[src/rtl/cfgb_pkg.sv]
package cfgb_pkg;
  localparam int DATA_W  = 32;
  localparam int TADDR_W = 8;

  typedef enum logic [1:0] {
    ST_IDLE  = 2'd0,
    ST_LOCAL = 2'd1,
    ST_REQ   = 2'd2,
    ST_RSP   = 2'd3
  } st_e;

  localparam logic [3:0] OP_READ = 4'd1;

  // Command word layout; bit positions are what software encodes.
  typedef struct packed {
    logic [7:0] spare_hi;
    logic [1:0] space;
    logic [5:0] offset;
    logic [7:0] hop;
    logic       rdy;
    logic       done;
    logic       is_local;
    logic       spare_b4;
    logic [3:0] op;
  } cmd_t;
endpackage

[src/rtl/cfgb_bank.sv]
module cfgb_bank
  import cfgb_pkg::*;
#(
  parameter int NREGS = 8
) (
  input  logic               clk,
  input  logic               rst_n,
  input  logic               we,
  input  logic [TADDR_W-1:0] addr,
  input  logic [DATA_W-1:0]  wdata,
  output logic [DATA_W-1:0]  rdata
);
  localparam int OFF_W = TADDR_W - 2;
  localparam int IDX_W = (NREGS > 1) ? $clog2(NREGS) : 1;

  logic [DATA_W-1:0] regs_q [NREGS];
  logic [NREGS-1:0]  wsel;
  logic              hit;
  logic [IDX_W-1:0]  ridx;

  assign hit  = (addr[TADDR_W-1:OFF_W] == 2'b00) && (int'(addr[OFF_W-1:0]) < NREGS);
  assign ridx = addr[IDX_W-1:0];

  for (genvar g = 0; g < NREGS; g++) begin : g_sel
    assign wsel[g] = we && hit && (int'(addr[OFF_W-1:0]) == g);
  end

  always_ff @(posedge clk or negedge rst_n) begin
    if (!rst_n) begin
      for (int i = 0; i < NREGS; i++) regs_q[i] <= '0;
    end else begin
      for (int i = 0; i < NREGS; i++) begin
        if (wsel[i]) regs_q[i] <= wdata;
      end
    end
  end

  always_comb begin
    rdata = '0;
    if (hit) rdata = regs_q[ridx];
  end


  bank_sel_chk: assert property (@(posedge clk) disable iff (!rst_n)
    $onehot0(wsel) && (!hit -> (wsel == '0)));
endmodule

[src/rtl/cfgb_ctrl.sv]
module cfgb_ctrl
  import cfgb_pkg::*;
#(
  parameter int LOCAL_LAT = 2
) (
  input  logic               clk,
  input  logic               rst_n,
  input  logic               cmd_we,
  input  logic [31:0]        cmd_wdata,
  input  logic [DATA_W-1:0]  data_q,
  output logic [31:0]        cmd_rd,
  output logic               busy,
  output logic               rq_valid,
  input  logic               rq_ready,
  output logic [3:0]         rq_op,
  output logic [7:0]         rq_hop,
  output logic [TADDR_W-1:0] rq_addr,
  output logic [DATA_W-1:0]  rq_data,
  input  logic               rs_valid,
  input  logic [DATA_W-1:0]  rs_data,
  output logic               bank_we,
  output logic [TADDR_W-1:0] bank_addr,
  output logic [DATA_W-1:0]  bank_wdata,
  input  logic [DATA_W-1:0]  bank_rdata,
  output logic               cap_en,
  output logic [DATA_W-1:0]  cap_data
);
  localparam int CNT_W = (LOCAL_LAT > 1) ? $clog2(LOCAL_LAT) : 1;
  localparam logic [CNT_W-1:0] LAST = CNT_W'(LOCAL_LAT - 1);

  st_e               st_q, st_d;
  logic [CNT_W-1:0]  cnt_q, cnt_d;
  cmd_t              cmd_q, cmd_d;
  logic [DATA_W-1:0] pay_q, pay_d;
  logic              launch, fin_loc, fin_rem, finish, is_rd;
  logic              cmd_en, cnt_en, pay_en;

  assign launch  = cmd_we && (st_q == ST_IDLE);
  assign fin_loc = (st_q == ST_LOCAL) && (cnt_q == LAST);
  assign fin_rem = (st_q == ST_RSP) && rs_valid;
  assign finish  = fin_loc || fin_rem;
  assign is_rd   = (cmd_q.op == OP_READ);

  always_comb begin
    st_d  = st_q;
    cnt_d = cnt_q;
    cmd_d = cmd_q;
    pay_d = pay_q;
    case (st_q)
      ST_IDLE: begin
        if (cmd_we) begin
          cmd_d      = cmd_t'(cmd_wdata);
          cmd_d.done = 1'b0;
          cmd_d.rdy  = 1'b0;
          pay_d      = data_q;
          cnt_d      = '0;
          st_d       = cmd_d.is_local ? ST_LOCAL : ST_REQ;
        end
      end
      ST_LOCAL: begin
        if (fin_loc) st_d = ST_IDLE;
        else         cnt_d = cnt_q + 1'b1;
      end
      ST_REQ:  if (rq_ready) st_d = ST_RSP;
      ST_RSP:  if (rs_valid) st_d = ST_IDLE;
      default: st_d = ST_IDLE;
    endcase
    if (finish) begin
      cmd_d.done = 1'b1;
      cmd_d.rdy  = is_rd;
    end
  end

  assign cmd_en = launch || finish;
  assign pay_en = launch;
  assign cnt_en = launch || (st_q == ST_LOCAL);

  always_ff @(posedge clk or negedge rst_n) begin
    if (!rst_n) st_q <= ST_IDLE;
    else        st_q <= st_d;
  end

  always_ff @(posedge clk or negedge rst_n) begin
    if (!rst_n)      cmd_q <= '0;
    else if (cmd_en) cmd_q <= cmd_d;
  end

  always_ff @(posedge clk or negedge rst_n) begin
    if (!rst_n)      pay_q <= '0;
    else if (pay_en) pay_q <= pay_d;
  end

  always_ff @(posedge clk or negedge rst_n) begin
    if (!rst_n)      cnt_q <= '0;
    else if (cnt_en) cnt_q <= cnt_d;
  end

  assign cmd_rd     = cmd_q;
  assign busy       = (st_q != ST_IDLE);
  assign rq_valid   = (st_q == ST_REQ);
  assign rq_op      = cmd_q.op;
  assign rq_hop     = cmd_q.hop;
  assign rq_addr    = {cmd_q.space, cmd_q.offset};
  assign rq_data    = pay_q;
  assign bank_addr  = {cmd_q.space, cmd_q.offset};
  assign bank_wdata = pay_q;
  assign bank_we    = fin_loc && !is_rd;
  assign cap_en     = finish && is_rd;
  assign cap_data   = fin_loc ? bank_rdata : rs_data;

  // Checker state: cycles elapsed since the last launch, saturating.
  logic [15:0] age_q;
  always_ff @(posedge clk or negedge rst_n) begin
    if (!rst_n)                age_q <= 16'hFFFF;
    else if (launch)           age_q <= '0;
    else if (age_q != 16'hFFFF) age_q <= age_q + 1'b1;
  end


  local_lat_chk: assert property (@(posedge clk) disable iff (!rst_n)
    ($rose(cmd_q.done) && cmd_q.is_local) |-> (age_q == 16'(LOCAL_LAT)));

  rq_hold_chk: assert property (@(posedge clk) disable iff (!rst_n)
    (rq_valid && !rq_ready) |=> (rq_valid && $stable(rq_op) && $stable(rq_hop)
                                 && $stable(rq_addr) && $stable(rq_data)));

  busy_ignore_chk: assert property (@(posedge clk) disable iff (!rst_n)
    (cmd_we && busy) |=> ($stable(cmd_rd[31:8]) && $stable(cmd_rd[5:0])));

  rdy_done_chk: assert property (@(posedge clk) disable iff (!rst_n)
    cmd_q.rdy |-> cmd_q.done);

  rq_remote_chk: assert property (@(posedge clk) disable iff (!rst_n)
    rq_valid |-> !cmd_q.is_local);
endmodule

[src/rtl/ind_cfg_bridge.sv]
module ind_cfg_bridge
  import cfgb_pkg::*;
#(
  parameter int NREGS     = 8,
  parameter int LOCAL_LAT = 2,
  parameter int BUS_AW    = 4
) (
  input  logic               clk,
  input  logic               rst_n,
  input  logic               bus_we,
  input  logic [BUS_AW-1:0]  bus_addr,
  input  logic [31:0]        bus_wdata,
  output logic [31:0]        bus_rdata,
  output logic               rq_valid,
  input  logic               rq_ready,
  output logic [3:0]         rq_op,
  output logic [7:0]         rq_hop,
  output logic [TADDR_W-1:0] rq_addr,
  output logic [DATA_W-1:0]  rq_data,
  input  logic               rs_valid,
  input  logic [DATA_W-1:0]  rs_data
);
  localparam logic [BUS_AW-1:0] OFS_DATA = BUS_AW'(0);
  localparam logic [BUS_AW-1:0] OFS_CMD  = BUS_AW'(4);

  logic [DATA_W-1:0]  data_q, data_d;
  logic               data_en, cmd_we, busy;
  logic [31:0]        cmd_rd;
  logic               bank_we, cap_en;
  logic [TADDR_W-1:0] bank_addr;
  logic [DATA_W-1:0]  bank_wdata, bank_rdata, cap_data;

  assign cmd_we  = bus_we && (bus_addr == OFS_CMD);
  assign data_en = (bus_we && (bus_addr == OFS_DATA)) || cap_en;
  assign data_d  = cap_en ? cap_data : bus_wdata;

  always_ff @(posedge clk or negedge rst_n) begin
    if (!rst_n)       data_q <= '0;
    else if (data_en) data_q <= data_d;
  end

  always_comb begin
    bus_rdata = '0;
    if (bus_addr == OFS_DATA)     bus_rdata = data_q;
    else if (bus_addr == OFS_CMD) bus_rdata = cmd_rd;
  end

  cfgb_ctrl #(.LOCAL_LAT(LOCAL_LAT)) u_ctrl (
    .clk        (clk),
    .rst_n      (rst_n),
    .cmd_we     (cmd_we),
    .cmd_wdata  (bus_wdata),
    .data_q     (data_q),
    .cmd_rd     (cmd_rd),
    .busy       (busy),
    .rq_valid   (rq_valid),
    .rq_ready   (rq_ready),
    .rq_op      (rq_op),
    .rq_hop     (rq_hop),
    .rq_addr    (rq_addr),
    .rq_data    (rq_data),
    .rs_valid   (rs_valid),
    .rs_data    (rs_data),
    .bank_we    (bank_we),
    .bank_addr  (bank_addr),
    .bank_wdata (bank_wdata),
    .bank_rdata (bank_rdata),
    .cap_en     (cap_en),
    .cap_data   (cap_data)
  );

  cfgb_bank #(.NREGS(NREGS)) u_bank (
    .clk   (clk),
    .rst_n (rst_n),
    .we    (bank_we),
    .addr  (bank_addr),
    .wdata (bank_wdata),
    .rdata (bank_rdata)
  );


  data_wr_chk: assert property (@(posedge clk) disable iff (!rst_n)
    (bus_we && (bus_addr == OFS_DATA) && !cap_en) |=> (data_q == $past(bus_wdata)));

  data_hold_chk: assert property (@(posedge clk) disable iff (!rst_n)
    (busy && !bus_we && !cap_en) |=> $stable(data_q));
endmodule

[config.mk]
export PLATFORM = sky130hd
export DESIGN_NAME = ind_cfg_bridge
export DESIGN_NICKNAME = d
export VERILOG_FILES = /design/src/rtl/cfgb_pkg.sv /design/src/rtl/cfgb_bank.sv /design/src/rtl/cfgb_ctrl.sv /design/src/rtl/ind_cfg_bridge.sv
export SDC_FILE = /design/constraint.sdc
export NUM_CORES = 1
export LEC_CHECK = 0
export BUFFER_PORTS_ARGS = -buffer_cell sky130_fd_sc_hd__buf_2
export CORE_MARGIN = 4
export CORE_UTILIZATION = 39
export CTS_CLUSTER_DIAMETER = 200
export DETAILED_ROUTE_END_ITERATION = 6
export PLACE_DENSITY = 0.67
export SLEW_MARGIN = 20
export SYNTH_ARGS = -nofsm -noshare
export SYNTH_HDL_FRONTEND = slang
export SYNTH_SLANG_ARGS = --single-unit
export TNS_END_PERCENT = 100
[constraint.sdc]
create_clock -name clk -period 2.5 [get_ports clk]
set_input_delay 0.625 -clock clk [delete_from_list [all_inputs] [get_ports clk]]
set_output_delay 0.625 -clock clk [all_outputs]
set_load 0.05 [all_outputs]
# After elaboration in Yosys (flattened, before gate mapping)
# Cells that the tools add are included.
dict set report word_totals {
  wordCells 96
  out_inout_bits 85
  reg_bits 355
  inputBits 73
}
dict set report op_classes {
  n_reduce_logical 34
  add_sub_neg 1
  magnitude_cmp 2
  mux 20
  bitwise 1
  n_eq_ne 17
}
# cell count
set ops {}
lappend ops {{32-bit two-way mux} 7}
lappend ops {{32-bit binary-select mux with 3-bit select} 1}
lappend ops {{6-bit by 4-bit == test with 1-bit output, second input constant} 4}
lappend ops {{1-bit logical AND} 17}
lappend ops {{8-bit two-way mux} 2}
lappend ops {{6-bit by 3-bit == test with 1-bit output, second input constant} 2}
lappend ops {{2-bit two-way mux} 6}
lappend ops {{3-bit AND reduction} 3}
lappend ops {{2-bit case mux with 4 select lines} 1}
lappend ops {{4-bit AND reduction} 2}
lappend ops {{6-bit by 2-bit == test with 1-bit output, second input constant} 1}
lappend ops {{6-bit logical NOT} 1}
lappend ops {{6-bit by 4-bit less-than comparator with 1-bit output, second input constant} 1}
lappend ops {{2-bit by 1-bit != test with 1-bit output, second input constant} 3}
lappend ops {{2-bit nonzero test} 3}
lappend ops {{2-bit == test, second input constant} 2}
lappend ops {{4-bit by 1-bit == test with 1-bit output, second input constant} 1}
lappend ops {{4-bit by 3-bit == test with 1-bit output, second input constant} 1}
lappend ops {{4-bit greater-or-equal comparator, second input constant} 1}
lappend ops {{2-bit logical NOT} 2}
lappend ops {{4-bit logical NOT} 1}
lappend ops {{1-bit logical OR} 4}
lappend ops {{2-bit != test, second input constant} 2}
lappend ops {{3-bit inverter with 4-bit output} 1}
lappend ops {{other kinds (5)} 6}

# Logic depth before layout (Yosys ltp)
# Gate-level depths: netlist of run 1.
dict set report depth {
  word_depth 7
  depth_mapped 7
  depth_no_buf 4
}

# By module
# From an unflattened synthesis of run 1, not the netlist that was laid out.
dict set report hier_totals {
  hier_cells 1295
  area_unflattened_um2 17961.0
}
# mod instances seq_area_each_um2 cells_each area_per_inst_um2
set modules_own_cells {}
lappend modules_own_cells {cfgb_bank 1 6406.1 817 12062.8}
lappend modules_own_cells {cfgb_ctrl 1 1676.6 256 3732.3}
lappend modules_own_cells {ind_cfg_bridge 1 800.8 222 2165.8}

# Worst setup path after synthesis of run 1
# Ideal clock, no wire load.
dict set report synth_timing {
  kind {input to output}
  startpoint {in bus_addr[1]}
  endpoint {out bus_rdata[10]}
  arrival_ns 1.998
  setup_slack_ns -0.123
  cell_stages 4
  required_time_ns 1.875
  path_buffers 2
  path_cell_list {nor4_1 -> clkbuf_1 -> buf_1 -> a22o_1}
}
dict set report synth_via {
  elab_chain_len 3
  word_cells_on_any_way 4
  classes_between {1 x eq/ne; 2 x mux; 1 x reduce/logical}
}
# item line_no
set synth_rtl {}
lappend synth_rtl {{start: declaration} ind_cfg_bridge.sv:11} ;# input logic [BUS_AW-1:0] bus_addr,
lappend synth_rtl {{4-bit by 3-bit == test with 1-bit output} ind_cfg_bridge.sv:45} ;# else if (bus_addr == OFS_CMD) bus_rdata = cmd_rd;
lappend synth_rtl {{32-bit two-way mux} ind_cfg_bridge.sv:45}
lappend synth_rtl {{32-bit two-way mux *} ind_cfg_bridge.sv:44} ;# if (bus_addr == OFS_DATA) bus_rdata = data_q;
lappend synth_rtl {{end: declaration} ind_cfg_bridge.sv:13} ;# output logic [31:0] bus_rdata,
# Mark *: on every way between the ends. The rest lies on a longest branch, timed or not.

# Worst setup path in the final report of run 1
dict set report layout_timing {
  startpoint {in bus_addr[1]}
  endpoint {out bus_rdata[15]}
}
# Same word-level chain as after synthesis.

==> results of run 1 <==
metrics by stage:
stage               power, mW  area [um^2]  cells  utilization  hold slack, ps
finish                   22.0        19500   1799        0.477            29.8
global route             23.0        19500   1799        0.477            52.9
CTS                      22.1        19400   1798        0.474            36.2
detailed placement       15.9        18000   1729        0.440             471
global placement         15.7        18000   1729        0.440             462
floorplan                13.6        16200   1080            -             329
cells in the mapped netlist, types with 3 or more instances:
library cell | n | area, um^2
a21oi_1 | 32 | 160
a22o_1 | 32 | 280
a22oi_1 | 31 | 233
a32oi_1 | 32 | 280
buf_1 | 7 | 26.3
buf_2 | 36 | 180
buf_4 | 20 | 150
buf_6 | 3 | 33.8
clkbuf_1 | 39 | 146
dfrtp_1 | 355 | 8880
inv_1 | 4 | 15.0
mux2_1 | 13 | 146
mux2_2 | 276 | 3110
mux2_4 | 30 | 450
mux4_2 | 63 | 1420
nand2_1 | 36 | 135
nand3_1 | 35 | 175
nand4_1 | 3 | 18.8
nor2_1 | 5 | 18.8
routing by layer:
| metal | routed length, um | vias to the layer above | part of all wire | global-route usage |
|---|---|---|---|---|
| met3 | 2630 | 64 | 0.061 | 0.0405 |
| met1 | 18800 | 5497 | 0.44 | 0.270 |
| met4 | 1050 | 2 | 0.024 | 0.0523 |
| li1 | - | 4395 | - | - |
| met5 | 13 | - | 0.00030 | 0 |
| met2 | 20500 | 329 | 0.48 | 0.305 |
repair_timing:
item | CTS | global route
hold buffers | 0 | 0
resized for setup | 0 | 47
buffers inserted | 0 | 1
setup endpoints to repair | 0 | 31
state kept, by name, indices dropped and copies added, names as in the netlist:
register           flops
data_q                32
u_bank.regs_q        256
u_ctrl.bank_addr       8
u_ctrl.bank_wdata     32
u_ctrl.cmd_rd         12
u_ctrl.cnt_q           1
u_ctrl.rq_hop          8
u_ctrl.rq_op           4
u_ctrl.st_q            2
worst paths after layout:
kind	startpoint	to	slack, ps	depth (start not counted)
max	bus_addr[1]	bus_rdata[15]	50	5
min in group clk	bus_wdata[23]	u_ctrl.bank_addr[7]	340	2
min	rst_n	u_bank.regs_q[60]	30	1
max in group asynchronous	rst_n	u_ctrl.rq_hop[3]	1740	2
max reg2reg	u_ctrl.rq_op[3]	data_q[16]	130	5
min reg2reg	u_bank.regs_q[132]	u_bank.regs_q[132]	480	1
critical path, stage by stage:
cell	delay, ps
buf_2	120
nor4b_4	340
buf_12	290
a22o_2	180
buf_2	250
final cells by class:
cell class,instances,area (um^2),area share
flip-flops and latches,355,8890,0.457
clock inverters,18,255,0.0131
multi-input cells,616,6780,0.349
repair buffers,223,1710,0.0881
clock buffers,51,1130,0.0583
well taps,532,666,0.0342
inverters,4,15.0,0.000772
cells by family (layout without fill, tap and decap cells):
family,after synthesis,after routing,share of synthesized area
AOI/OAI and AO/OA,134,134,0.0621
buffers and inverters,109,296,0.0342
DFF,355,355,0.551
muxes,384,384,0.319
and+or+nand+nor,98,98,0.0331
power by group through the flow:
stage / Sequential [mW] / Clock, mW / Combinational, mW
6_report: 8.92 / 6.17 / 6.89
3_5_place_dp: 9.02 / 0 / 6.85
3_3_place_gp: 8.96 / 0 / 6.74
5_1_grt: 9.15 / 6.53 / 7.31
4_1_cts: 8.94 / 6.29 / 6.87
2_1_floorplan: 9.15 / 0 / 4.46
==> impl_metrics.yaml, run 1 <==
outcome:
  outcome: "completed"
cts:
  clock_path_buffers: 3
  cts_tree: "done"
  clk_latency_ps: 530
  root_buffer: "clkbuf_16"
  cts_sinks: 355
  path_clk_slew_ps: 60
  cts_made_buffers: 38
  cts_htree_levels: 2
logic_synthesis:
  postSynthAreaPerCell_um2: 14.9
  ys.warnings.count: 0
  postSynthCellCount: 1080
  ys_seq_elements: 355
  syn_nets: 1153
  synthArstFlopShare: 1.00
  synth_cell_types: 40
  syn-cell-area_um2: 16100
  synth_flop_cell: "dfrtp_1"
  yosysSeqAreaShare: 0.551
  synth-edff-count: 0
final_layout:
  diodes: 0
  nFillCells: 3509
  layout_common_cells: "dfrtp_1 (353), mux2_2 (276), buf_2 (126)"
  drive_gt1_frac: 0.561
  final_common_cell: "dfrtp_1"
  areaGrowthSynthToFinish_pct: 20.8
  final_nets: 1311
global_route:
  antenna_found_initial: 1
  track_usage: 0.192
  first_global_vias: 10900
  gr-total-overflow: 0
  grt_max_degree: 64
  grt_pass1_wl_mm: 66.4
worst_setup_path:
  critical_path_class: "input pin to output port"
  cp_max_fo: 36
  worst_ep_arrival_time_ps: 1830
  endpoint_kind: "output port"
  cp-start-kind: "input pin"
  worst_ep_required_time_ps: 1880
route:
  drtPass1Iterations: 4
  ant_nets: 0
  wire_per_inst_um: 23.9
  vias: 10300
  wl_mm: 43.0
  drt-initial-drc-count: 720
  drc: 0
  vias_per_cell: 5.72
floorplanning:
  die_x_um: 211
  die_h_um: 211
  coreArea_um2: 40800
  initial_core_util: 0.395
  rows: 74
  die-area_um2: 44600
  ioPinCount: 158
timing:
  fmax_mhz: 408
  fin_crit_ps: 2450
  setup_tns_ps: 0
  maxSlewHeadroom: 0.688
  worst_pin_slew_ps: 468
  finClkSkew_ps: 19.3
  hold_viol_final: 0
  rsz0062_at_grt: "no"
  setup_viol: 0
  post-route-period-util: 0.981
  setup_ws_ps: 47.2
  slew_violations: 0
pwr:
  comb_power_share: 0.313
  cell_internal_pwr_mw: 14.1
  vdd_drop_max_mv: 0.702
  seq_power_share: 0.406
  clockPowerShare: 0.281
  leakagePower_nw: 9.31
  sw_frac_of_total: 0.358
  p_switching_mw: 7.87
  power_density_nw_per_um2: 1130
min_path:
  hold_class: "input pin to asynchronous set/reset pin"
placement:
  gp_congestion: 0.755
  io_buffers: 157
  dp.final_hpwl_mm: 27.8
  post-place-ws_ps: 14.5
job:
  drv_cap: 0
Power figures use the tool's default switching activity.
==> inputs of run 2 (changes only) <==
- CTS_BUF_LIST: not set -> sky130_fd_sc_hd__clkbuf_8
- GPL_TIMING_DRIVEN: not set -> 0
- PLACE_DENSITY: 0.67 -> 0.6
==> impl_metrics.yaml, run 2 (synthesized netlist as in run 1, its figures left out) <==
outcome:
  outcome: "completed"
timing:
  fin_crit_ps: 2460
  hold_viol_final: 0
  setup_ws_ps: 37.5
  worst_pin_slew_ps: 876
  setup_tns_ps: 0
  post-route-period-util: 0.985
  setup_viol: 0
  fmax_mhz: 406
  finClkSkew_ps: 21.1
  maxSlewHeadroom: 0.416
  slew_violations: 0
worst_setup_path:
  r2r-end: "u_bank.regs_q[164]"
  crit_path_max_incr_delay_ps: 530
  crit_path_end: "u_bank.regs_q[164]"
  cp_max_fo: 10
  crit_path_top_delay_cell: "dfrtp_1"
  startpoint: "u_ctrl.bank_addr[4]"
  cp_cell_sequence: "nor4b_4 > buf_4 > nand3_2 > or3_1 > clkbuf_1 > clkbuf_4 > mux2_1"
  worst_ep_arrival_time_ps: 2970
  endpoint_kind: "flip-flop"
  r2r-start: "u_ctrl.bank_addr[4]"
  worst_ep_required_time_ps: 3010
  r2r_slack_ps: 40
  critical_path_class: "flip-flop to flip-flop"
  cp-start-kind: "flip-flop"
  reg2regPathDepth: 7
cts:
  root_buffer: "clkbuf_8"
  cts_sinks: 355
  cts_tree: "done"
  clk_latency_ps: 640
  cts_htree_levels: 2
  path_clk_slew_ps: 60
  cts_made_buffers: 61
  clock_path_buffers: 3
min_path:
  hold_class: "input pin to flip-flop"
route:
  vias_per_cell: 5.60
  drt-initial-drc-count: 844
  wl_mm: 48.3
  ant_nets: 0
  drc: 0
  drtPass1Iterations: 7
  vias: 10600
  wire_per_inst_um: 25.5
final_layout:
  layout_common_cells: "dfrtp_1 (353), mux2_2 (276), buf_2 (137)"
  regMostFlops: "u_bank.regs_q"
  finalNonFillerCells: 1899
  largest_reg_flops: 256
  final_nets: 1393
  final_common_cell: "dfrtp_1"
  drive_gt1_frac: 0.558
  areaGrowthSynthToFinish_pct: 20.7
  diodes: 0
global_route:
  grt_max_degree: 101
  grt_pass1_wl_mm: 72.1
  gr-total-overflow: 0
  track_usage: 0.215
  first_global_vias: 11300
  antenna_found_initial: 0
floorplanning:
  initial_core_util: 0.395
  die_h_um: 211
  die_x_um: 211
  ioPinCount: 158
  rows: 74
  coreArea_um2: 40800
  die-area_um2: 44600
placement:
  dp.final_hpwl_mm: 31.3
  place_inst: 1771
  io_buffers: 156
  post-place-ws_ps: -1020
  gp_congestion: 0.805
job:
  drv_cap: 0
pwr:
  vdd_drop_max_mv: 0.536
  power_density_nw_per_um2: 1110
  leakagePower_nw: 9.52
  report.power.total_mw: 21.6
[run 2: changes by cell type in the layout (fill, tap and decap cells not counted), sizes merged]
cell,before,now
buf,206,235
clkinv,8,5
dlygate4sd3,0,1
clkbuf,68,125
bufinv,6,2
inv,5,27
clkinvlp,3,1
[run 2: power by group]
group / internal, mW / switching [mW] / leakage (nW)
clock network: 3.01 / 2.39 / 0.738
logic: 3.18 / 4.12 / 3.97
registers: 7.28 / 1.61 / 4.81
total: 13.5 / 8.13 / 9.52
[run 2: worst min-delay path by stage]
stage,cells after the start,endpoint,startpoint
after floorplan,0,data_q[0],rst_n
after global placement,1,u_bank.regs_q[146],u_bank.regs_q[146]
after detailed placement,1,u_bank.regs_q[140],u_bank.regs_q[140]
after CTS,2,u_ctrl.rq_hop[1],bus_wdata[9]
after global routing,2,u_ctrl.st_q[1],rs_valid
final,2,u_ctrl.cmd_rd[4],bus_wdata[4]
[run 2: repair_timing]
| action | 4_1_cts | 5_1_grt |
|---|---|---|
| gates resized for setup | 104 | 28 |
| gates cloned | 1 | 0 |
| hold buffers | 1 | 0 |
| endpoints found under the setup margin | 325 | 256 |
| pin swaps | 2 | 4 |
| buffers inserted | 11 | 6 |
| endpoints found under the hold margin | 19 | 0 |
[run 2: layout make-up]
| type | instances | area [um^2] |
|---|---|---|
| Buffer | 104 | 728 |
| Tap cell | 532 | 666 |
| Clock inverter | 31 | 179 |
| Inverter | 4 | 15.0 |
| Clock buffer | 79 | 1090 |
| Multi-Input combinational cell | 616 | 6780 |
| Sequential cell | 355 | 8890 |
| Timing Repair Buffer | 178 | 1110 |
| Fill cell | 3597 | 21400 |
[run 2: worst max-delay path, delay by kind of cell, from the launching register on]
| family | cells | cell delay [ps] |
|---|---|---|
| and+or+nand+nor | 3 | 760 |
| muxes | 1 | 340 |
| DFF | 1 | 530 |
| buffers and inverters | 3 | 670 |
[run 2: layer usage]
layer | GRT usage | vias to the layer above | part of all wire
met1 | 0.302 | 5628 | 0.44
met4 | 0.0762 | 0 | 0.034
met5 | 0.00323 | - | 0
met3 | 0.0483 | 107 | 0.064
met2 | 0.331 | 349 | 0.46
li1 | - | 4558 | -
[run 2: metrics by stage]
| step | utilization | hold slack (ps) | area (um^2) |
|---|---|---|---|
| 3_3_place_gp | 0.431 | 463 | 17600 |
| 6_report | 0.476 | 235 | 19400 |
| 3_5_place_dp | 0.433 | 472 | 17700 |
| 4_1_cts | 0.474 | 198 | 19400 |
| 2_1_floorplan | - | 329 | 16200 |
| 5_1_grt | 0.476 | 218 | 19400 |
==> inputs of run 3 (changes only) <==
- ABC_CLOCK_PERIOD_IN_PS: not set -> 2500
- REMOVE_ABC_BUFFERS: not set -> 1
==> impl_metrics.yaml, run 3 (synthesized netlist as in run 1, its figures left out) <==
floorplanning:
  coreArea_um2: 40800
  die_h_um: 211
  rows: 74
  die-area_um2: 44600
  ioPinCount: 158
  initial_core_util: 0.395
  die_x_um: 211
job:
  drv_cap: 0
timing:
  hold_viol_final: 0
  setup_viol: 9
  post-route-period-util: 1.04
  setup_ws_ps: -109
  rsz0062_at_grt: "yes"
  worst_pin_slew_ps: 737
  finClkSkew_ps: 17.3
  maxSlewHeadroom: 0.508
  slew_violations: 0
  fmax_mhz: 383
  fin_crit_ps: 2610
cts:
  clock_path_buffers: 3
  root_buffer: "clkbuf_8"
  clk_latency_ps: 640
  cts_made_buffers: 61
  cts_tree: "done"
  cts_htree_levels: 2
  cts_sinks: 355
  path_clk_slew_ps: 70
route:
  vias_per_cell: 5.51
  drc: 0
  wire_per_inst_um: 23.4
  drt-initial-drc-count: 514
  wl_mm: 43.2
  ant_nets: 0
  drtPass1Iterations: 5
  vias: 10200
global_route:
  grt_max_degree: 92
  grt.busiest_layer: "met2"
  antenna_found_initial: 0
  grt_pass1_wl_mm: 67.0
  use_met2: 0.312
  track_usage: 0.195
  first_global_vias: 11000
  globalRouteMet3Util: 0.0394
  gr-total-overflow: 0
  met1_usage: 0.274
worst_setup_path:
  critical_path_class: "input pin to output port"
  worst_ep_required_time_ps: 1880
  cp-start-kind: "input pin"
  worst_ep_arrival_time_ps: 1980
  endpoint_kind: "output port"
  cp_max_fo: 8
placement:
  post-place-ws_ps: -1300
  gp_congestion: 0.714
  io_buffers: 157
  dp.final_hpwl_mm: 27.3
  post_dp_cell_area_um2: 17800
pwr:
  vdd_drop_max_mv: 0.802
  power_density_nw_per_um2: 1070
  leakagePower_nw: 9.50
final_layout:
  final_common_cell: "dfrtp_1"
  nFillCells: 3567
  regMostFlops: "u_bank.regs_q"
  areaGrowthSynthToFinish_pct: 21.9
  final_nets: 1348
  layout_common_cells: "dfrtp_1 (349), mux2_2 (276), buf_2 (126)"
  design_area_um2: 19600
  diodes: 0
  drive_gt1_frac: 0.544
  largest_reg_flops: 256
outcome:
  violations: "negative setup slack"
  outcome: "finished, violations left"
min_path:
  hold_class: "input pin to flip-flop"
run 3: final timing paths:
check	depth (start not counted)	endpoint	slack, ps	startpoint
setup / recovery	9	bus_rdata[11]	-110	bus_addr[0]
hold / removal	2	u_ctrl.st_q[1]	220	rs_valid
setup reg to reg	9	u_bank.regs_q[122]	70	u_ctrl.st_q[1]
hold reg to reg	1	u_bank.regs_q[146]	490	u_bank.regs_q[146]
max in group asynchronous	4	u_ctrl.bank_addr[1]	870	rst_n
min in group asynchronous	2	data_q[19]	440	rst_n
run 3: routing by layer:
| metal | part of all wire | wire (um) |
|---|---|---|
| met1 | 0.46 | 19800 |
| met2 | 0.47 | 20500 |
| met3 | 0.050 | 2160 |
| met4 | 0.018 | 758 |
| met5 | 0 | 0 |
run 3: power breakdown:
part	internal (mW)	switching, mW
Sequential	7.29	1.64
Clock	2.82	2.33
Combinational	3.07	3.84
Total	13.2	7.81
run 3: what timing repair did:
item	4_1_cts	5_1_grt
hold endpoints to repair	26	0
hold buffers	1	0
endpoints found under the setup margin	325	66
gates cloned	2	0
gates resized for setup	68	17
pin swaps	15	10
buffers inserted	30	9
run 3: final cells by class:
type                            count  area (um^2)  share of cell area
Sequential cell                   355         8900               0.453
Clock inverter                     25          103             0.00522
Timing Repair Buffer              236         2080               0.106
Multi-Input combinational cell    617         6780               0.345
Inverter                            4         15.0            0.000764
Clock buffer                       80         1100              0.0561
Tap cell                          532          666              0.0339
run 3: critical path: stages:
cell and delay [ps]:
buf_8 100, nor4_4 310, buf_6 170, buf_6 110
buf_6 110, buf_8 110, buf_6 120, a22o_1 140
buf_6 160
run 3: per-stage QoR:
step                cells  hold WS [ps]   TNS, ps  utilization  power [mW]
floorplan             975           329   -968780            -        13.3
global placement     1664           463  -4335700        0.417        15.0
detailed placement   1706           473   -164070        0.437        15.7
CTS                  1844           165     -1120        0.479        21.3
global route         1849           201     -1100        0.481        22.2
finish               1849           221      -659        0.481        21.0
